**src/rtl/lfgen_pkg.sv**
```systemverilog
package lfgen_pkg;
  localparam int unsigned NUM_PRESETS = 10;
  localparam int unsigned SEL_W       = 4;
  localparam int unsigned STAGE_W     = 16;
  localparam int unsigned NUM_STAGES  = 2;

  typedef logic [SEL_W-1:0]   sel_t;
  typedef logic [STAGE_W-1:0] cnt_t;

  // preset rate in centihertz
  function automatic int unsigned preset_centi_hz(input int unsigned idx);
    case (idx)
      0:       return 1;
      1:       return 10;
      2:       return 20;
      3:       return 50;
      4:       return 100;
      5:       return 200;
      6:       return 500;
      7:       return 1000;
      8:       return 5000;
      default: return 10000;
    endcase
  endfunction

  function automatic int unsigned half_cycles(input int unsigned clk_hz, input int unsigned idx);
    return (clk_hz * 50) / preset_centi_hz(idx);
  endfunction
endpackage

```
**src/rtl/lfgen_preset_rom.sv**
```systemverilog
module lfgen_preset_rom
  import lfgen_pkg::*;
#(
  parameter int unsigned CLK_HZ = 24000
) (
  input  sel_t idx_i,
  output cnt_t pre_lim_o,
  output cnt_t per_lim_o
);
  localparam int unsigned PRE_CNT = CLK_HZ / 200;

  cnt_t pre_tab [NUM_PRESETS];
  cnt_t per_tab [NUM_PRESETS];

  for (genvar g = 0; g < NUM_PRESETS; g++) begin : g_tab
    assign pre_tab[g] = cnt_t'(PRE_CNT - 1);
    assign per_tab[g] = cnt_t'(half_cycles(CLK_HZ, g) / PRE_CNT - 1);
  end

  always_comb begin
    pre_lim_o = pre_tab[NUM_PRESETS-1];
    per_lim_o = per_tab[NUM_PRESETS-1];
    for (int i = 0; i < NUM_PRESETS; i++) begin
      if (idx_i == sel_t'(i)) begin
        pre_lim_o = pre_tab[i];
        per_lim_o = per_tab[i];
      end
    end
  end
endmodule

```
**src/rtl/lfgen_stage.sv**
```systemverilog
module lfgen_stage
  import lfgen_pkg::*;
(
  input  logic clk_i,
  input  logic rst_ni,
  input  logic en_i,
  input  logic step_i,
  input  cnt_t lim_i,
  output logic wrap_o
);
  cnt_t cnt_q;

  // >= so a shrinking limit never strands the counter
  assign wrap_o = step_i && (cnt_q >= lim_i);

  always_ff @(posedge clk_i or negedge rst_ni) begin
    if (!rst_ni)               cnt_q <= '0;
    else if (en_i && step_i)   cnt_q <= wrap_o ? '0 : cnt_q + 1'b1;
  end
endmodule

```
**src/rtl/lfgen_top.sv**
```systemverilog
module lfgen_top
  import lfgen_pkg::*;
#(
  parameter int unsigned CLK_HZ     = 24000,
  parameter int unsigned RST_PRESET = 9
) (
  input  logic             clk_i,
  input  logic             rst_ni,
  input  logic             en_i,
  input  logic [SEL_W-1:0] sel_i,
  output logic             sq_o,
  output logic             tick_o
);
  localparam int unsigned LAST = NUM_STAGES - 1;
  localparam sel_t        LAST_VALID = sel_t'(NUM_PRESETS - 1);

  sel_t act_q;
  cnt_t pre_lim, per_lim;
  cnt_t lim  [NUM_STAGES];
  logic step [NUM_STAGES];
  logic wrap [NUM_STAGES];
  logic tc_q [NUM_STAGES];
  logic sq_q;
  logic half_done;

  lfgen_preset_rom #(.CLK_HZ(CLK_HZ)) u_rom (
    .idx_i     (act_q),
    .pre_lim_o (pre_lim),
    .per_lim_o (per_lim)
  );

  assign lim[0]    = pre_lim;
  assign lim[LAST] = per_lim;

  for (genvar g = 0; g < NUM_STAGES; g++) begin : g_stage
    if (g == 0) begin : g_first
      assign step[g] = 1'b1;
    end else begin : g_next
      assign step[g] = tc_q[g-1];
    end

    lfgen_stage u_stage (
      .clk_i  (clk_i),
      .rst_ni (rst_ni),
      .en_i   (en_i),
      .step_i (step[g]),
      .lim_i  (lim[g]),
      .wrap_o (wrap[g])
    );

    if (g == LAST) begin : g_tick
      // final pulse never lingers through a pause
      always_ff @(posedge clk_i or negedge rst_ni) begin
        if (!rst_ni) tc_q[g] <= 1'b0;
        else         tc_q[g] <= en_i && wrap[g];
      end
    end else begin : g_link
      // registered hand-off; held while paused so no step is lost
      always_ff @(posedge clk_i or negedge rst_ni) begin
        if (!rst_ni)   tc_q[g] <= 1'b0;
        else if (en_i) tc_q[g] <= wrap[g];
      end
    end
  end

  assign half_done = en_i && wrap[LAST];

  always_ff @(posedge clk_i or negedge rst_ni) begin
    if (!rst_ni) begin
      sq_q  <= 1'b0;
      act_q <= sel_t'(RST_PRESET);
    end else if (half_done) begin
      sq_q <= ~sq_q;
      if (sel_i <= LAST_VALID) act_q <= sel_i;
    end
  end

  assign sq_o   = sq_q;
  assign tick_o = tc_q[LAST];
endmodule

```
**config.mk**
```make
export PLATFORM = sky130hd
export DESIGN_NAME = lfgen_top
export DESIGN_NICKNAME = d
export VERILOG_FILES = /design/src/rtl/lfgen_pkg.sv /design/src/rtl/lfgen_preset_rom.sv /design/src/rtl/lfgen_stage.sv /design/src/rtl/lfgen_top.sv
export SDC_FILE = /design/constraint.sdc
export NUM_CORES = 1
export LEC_CHECK = 0
export BUFFER_PORTS_ARGS = -buffer_cell sky130_fd_sc_hd__buf_2
export CAP_MARGIN = 20
export CORE_MARGIN = 2
export CORE_UTILIZATION = 61
export DETAILED_ROUTE_END_ITERATION = 6
export HOLD_SLACK_MARGIN = 0.08
export PLACE_DENSITY = 0.79
export REMOVE_ABC_BUFFERS = 1
export SLEW_MARGIN = 20
export SYNTH_ARGS = -nofsm -noshare
export SYNTH_HDL_FRONTEND = slang
export SYNTH_SLANG_ARGS = --single-unit
```
**constraint.sdc**
```tcl
create_clock -name clk_i -period 3.58 [get_ports clk_i]
set_input_delay 0.537 -clock clk_i [delete_from_list [all_inputs] [get_ports clk_i]]
set_output_delay 0.537 -clock clk_i [all_outputs]
set_load 0.1 [all_outputs]
```
---- After elaboration in Yosys (flattened, before gate mapping) ----
Cells that the tools add are included.
word-level totals
  bits in registers ....................... 39
  input port bits ......................... 7
  output and inout port bits .............. 2
operators by class
  bitwise logic cells ..................... 1
  order comparisons ....................... 3
  $add $sub $neg .......................... 2
  mux-type cells .......................... 12
  eq/ne operators ......................... 9
  reduce and logical (&&, ||, !) cells .... 5
operator list
  kind                                                   number
  two-way mux 16 bit                                     11
  adder 16 x 1 -> 16 bit (second input constant)         2
  equality test 4 x 3 -> 1 bit (second input constant)   4
  >= comparator 16 bit                                   1
  >= comparator 16 x 7 -> 1 bit (second input constant)  1
  two-way mux 14 bit                                     1
  equality test 4 x 2 -> 1 bit (second input constant)   2
  equality test 4 bit (second input constant)            2
  equality test 4 x 1 -> 1 bit (second input constant)   1
  <= comparator 4 bit (second input constant)            1
  logical NOT 4 bit                                      1
  logical AND 1 bit                                      3
  AND reduction 2 bit                                    1
  NOT 1 bit                                              1

---- Longest topological paths before layout ----
  depth after elaboration ................. 15
  depth in mapped cells ................... 11
  mapped depth without buffers ............ 9

---- Cells and area by module ----
Synthesis repeated with hierarchy kept, for this count alone.
second synthesis, totals
  cell total of the unflattened synthesis .. 362
  area, all modules ....................... 3150.5 um^2
by module, submodules not included
  module            area each (um^2)  cells each  instances
  lfgen_stage       1265.0            146         2
  lfgen_top         311.5             24          1
  lfgen_preset_rom  309.0             46          1

---- Worst setup path before layout ----
No wires, ideal clock.
  kind .................................... register to register
  start point ............................. register act_q[1]
  end point ............................... register act_q[1]
  arrival ................................. 2.519 ns
  clock period less this slack ............ 2.640 ns
  setup time .............................. 0.122 ns
  stages on the path, launching flop included .. 10
  path slack .............................. 0.940 ns
  path through ............................ dfrtp_1 -> clkbuf_1 -> or3_1 -> nand2_1 -> ha_1 -> nand2b_1 -> a2111o_1 -> a31oi_4 -> nand2_1 -> a32o_1
on the way
  word-level cells in the longest chain between the ends .. 15
  elaborated cells on any way between the ends .. 24
  classes of those cells .................. 1 x order compare; 9 x eq/ne; 10 x mux; 4 x reduce/logical
RTL lines
  element                                 line                    source
  from (decl)                             lfgen_top.sv:17         sel_t act_q;
  from (signal assigned)                  lfgen_top.sv:71         act_q <= sel_t'(RST_PRESET);
  from (signal assigned)                  lfgen_top.sv:74         if (sel_i <= LAST_VALID) act_q <= sel_i;
  logical NOT 4 bit                       lfgen_preset_rom.sv:24  if (idx_i == sel_t'(i)) begin
  two-way mux 14 bit                      lfgen_preset_rom.sv:24
  two-way mux 16 bit (8 in a row)         lfgen_preset_rom.sv:24
  two-way mux 16 bit *                    lfgen_preset_rom.sv:24
  >= comparator 16 bit *                  lfgen_stage.sv:14       assign wrap_o = step_i && (cnt_q >= lim_i);
  logical AND 1 bit *                     lfgen_stage.sv:14
  logical AND 1 bit *                     lfgen_top.sv:66         assign half_done = en_i && wrap[LAST];
  AND reduction 2 bit (no source line) *  n/a
Mark *: on every way between the ends. The rest lies on a longest branch, timed or not.
A chain may end at the register's enable or synchronous reset.

---- Worst setup path after layout ----
Ends and elaborated chain as after synthesis.

==> run summary <==
Run status: finished clean
Global-route wire length before repair: 6990 µm
Wirelength, routed: 4120 µm
TNS Setup: 0 ns
Synth Register Bits: 39
Commonest non-fill, non-tap cell in the layout: dfrtp_1
Vias post-DR: 1749
# diodes: 0
Largest net degree at the start of global routing: 40
Worst hold path class: in -> async
Post_cts resized: 0
Fmax achieved: 0.363 GHz
Distinct cell type count after synthesis: 47
Total Routing Usage GR: 0.219
Max-slew headroom: 0.448
Die height: 64.7 µm
Drt drc: 0
Met3 Resource Use GR: 0.0365
Synth Area per Inst: 9.36 µm²
Crit Path Class: reg -> reg
Die W: 64.7 µm
Max clock buf depth: 2
First DRT Iteration DRCs: 76
Critical Path End Type: register
CP peak stage delay: 0.48 ns
Setup crit end: act_q[1]$_DFFE_PN0P_
Reg2reg path depth: 8
Post-synth top area cell: dfrtp_1
Clock insertion delay at the later pin of the skew report: 0.29 ns
Fraction of the cycle the final worst path needs: 0.769
Delay-heaviest family, CP: compound AO/OA/AOI/OAI gates
Largest cells by area after synthesis: dfrtp_1 41%, ha_1 7.8%, nor2_1 5.8%, nand2_1 5.3%, xor2_1 3.9%
Slew Viols, Final: 0
CP Data Arrival Time: 2.94 ns
Post-synth top area share: 0.412
Worst-Margin Slew: 0.828 ns
Max FO, Critical Path: 11
Crit path depth: 8
# setup viols final: 0
Sequential fraction of the synthesis area: 0.435
Clock slew at reported path FFs: 0.08 ns
CP cell instances: or3_1 -> nand2_1 -> ha_1 -> nand2b_1 -> a2111o_1 -> a31oi_4 -> nand2_1 -> a32o_1
Placed Instances: 290
Critical Path Slowest Stage Cell: dfrtp_1
Post-Syn Instances: 240
Power Density: 454 mW/mm²
CP bufs+invs: 0
Placer Congestion: 0.827
Cell area after layout: 0.00244 mm²
Initial antenna violation count: 0
R2R Path Start: act_q[1]$_DFFE_PN0P_
Commonest non-fill, non-tap cells in the layout: 37 x dfrtp_1, 35 x nor2_1, 32 x nand2_1
Post-route ant nets: 0
R2r endpoint: act_q[1]$_DFFE_PN0P_
Leak Pwr: 1.16 nW
Worst endpoint required time: 3.77 ns
RSZ-0062 raised after global routing: false
Port Buffers: 8
Max VDD drop: 0.374 mV
Dpl hpwl: 2950 µm
Ratio of cells with drive above 1 in the final layout: 0.116
H-tree depth: 2
CTS Sinks: 39
Postcts setup bufs: 0
DR WL/cell: 13.8 µm
MaxCap Viol Count: 0
GR Util met2: 0.371
Die area: 0.00419 mm²
Startpoint types: register
Global route hottest layer: met2
Setup skew after layout: 0.00769 ns
Initial Util: 0.623
Drt via density: 5.87
IO Pins: 9
Core area: 0.00361 mm²
Critical Path Most Common Cell: nand2_1
Layout Nets: 270
Layout area overhead: 8.52%
Yosys warning count: 0
Final hold vios: 0
Vias in the first global route: 1574
Hold buffer count at CTS: 0
Number of synthesized flops with an enable pin: 0
Root Driver: clkbuf_8
Post-route non-filler standard cell count: 298
Syn Std Cell Area: 0.00225 mm²
DP Area: 0.00232 mm²
Final min period: 2.75 ns
CP Launch Point: act_q[1]$_DFFE_PN0P_
R2r setup slk: 0.83 ns
Fraction of registers with async set/reset: 1.00
Overflow after GRT: 0
Top_reg_cell synth: dfrtp_1
# rows: 22
TritonCTS Buffers: 5
GR met1 Demand/Resource: 0.280
DRT Pass-1 Iters: 4
CTS tree: done
==> layer usage <==
metal	vias to the layer above	routed length (µm)
met2	30	1960
li1	870	-
met4	0	74
met5	-	0
met3	7	115
met1	842	1960
==> synth_stat cells, types with 2 or more instances <==
cell	number
dfrtp_1	37
nor2_1	35
nand2_1	32
ha_1	14
a21oi_1	11
o21ai_0	11
nand3_1	10
xor2_1	10
nand2b_1	6
nand4_1	6
clkbuf_1	5
inv_1	5
nor3_1	4
xnor2_1	4
a31oi_1	3
and3_1	3
nor2b_1	3
or3_1	3
a21o_2	2
a32o_1	2
a41oi_1	2
dfstp_2	2
nand3b_1	2
nor4_1	2
o211ai_1	2
o31ai_1	2
o41ai_1	2
==> where the power goes <==
group,switching (mW),internal [mW],leakage [nW]
clock,0.151,0.225,0.0612
combinational,0.0955,0.0768,0.581
sequential,0.0671,0.490,0.516
total,0.314,0.793,1.16
==> sequential cells by signal, indices dropped and copies added (netlist names) <==
name                   flops
g_stage.u_stage.cnt_q     32
act_q                      4
sq_o                       1
step                       1
tick_o                     1
==> worst reg2reg max path, cell delays in order (launching register included) <==
cell and delay, ns:
dfrtp_1 0.48, or3_1 0.46, nand2_1 0.10, ha_1 0.21
nand2b_1 0.14, a2111o_1 0.44, a31oi_4 0.35, nand2_1 0.18
a32o_1 0.28
==> worst min path at each step <==
stage	slack, ns	from	depth (start not counted)	endpoint
2_1_floorplan	0.24	rst_ni	0	act_q[1]$_DFFE_PN0P_
3_5_place_dp	0.46	sq_o$_DFFE_PN0P_	1	sq_o$_DFFE_PN0P_
3_3_place_gp	0.45	sq_o$_DFFE_PN0P_	1	sq_o$_DFFE_PN0P_
4_1_cts	0.37	rst_ni	1	g_stage[0].u_stage.cnt_q[8]$_DFFE_PN0P_
6_report	0.34	rst_ni	1	g_stage[0].u_stage.cnt_q[8]$_DFFE_PN0P_
5_1_grt	0.41	rst_ni	1	tick_o$_DFF_PN0_
==> per-stage QoR <==
stage | worst slack (ns) | hold WS (ns) | util | power, mW
finish | 0.828 | 0.344 | 0.676 | 1.11
global route | 0.730 | 0.410 | 0.676 | 1.17
CTS | 0.842 | 0.368 | 0.676 | 1.12
detailed placement | 0.870 | 0.460 | 0.644 | 0.735
global placement | 0.921 | 0.451 | 0.644 | 0.732
floorplan | 1.02 | 0.241 | - | 0.678
==> kinds of logic (layout without fill, tap and decap cells) <==
| family | count (synthesis) | after routing | synth area share |
|---|---|---|---|
| flip-flops | 39 | 39 | 0.435 |
| adder cells (fa/ha/maj) | 14 | 14 | 0.0780 |
| buffers and inverters | 11 | 21 | 0.0200 |
| AND/OR/NAND/NOR | 113 | 113 | 0.242 |
| multiplexers | 2 | 2 | 0.00947 |
| XOR/XNOR | 14 | 14 | 0.0546 |
| AO/OA/AOI/OAI | 47 | 47 | 0.160 |
==> area by class of cell <==
class / instances / area (µm²)
inverters: 5 / 18.8
clock buffers: 6 / 82.6
clock inverters: 2 / 35.0
flip-flops and latches: 39 / 978
fillers: 292 / 1170
repair buffers: 8 / 40.0
multi-input cells: 190 / 1220
well taps: 48 / 60.1
No activity file was read; power rests on OpenSTA's default activity.
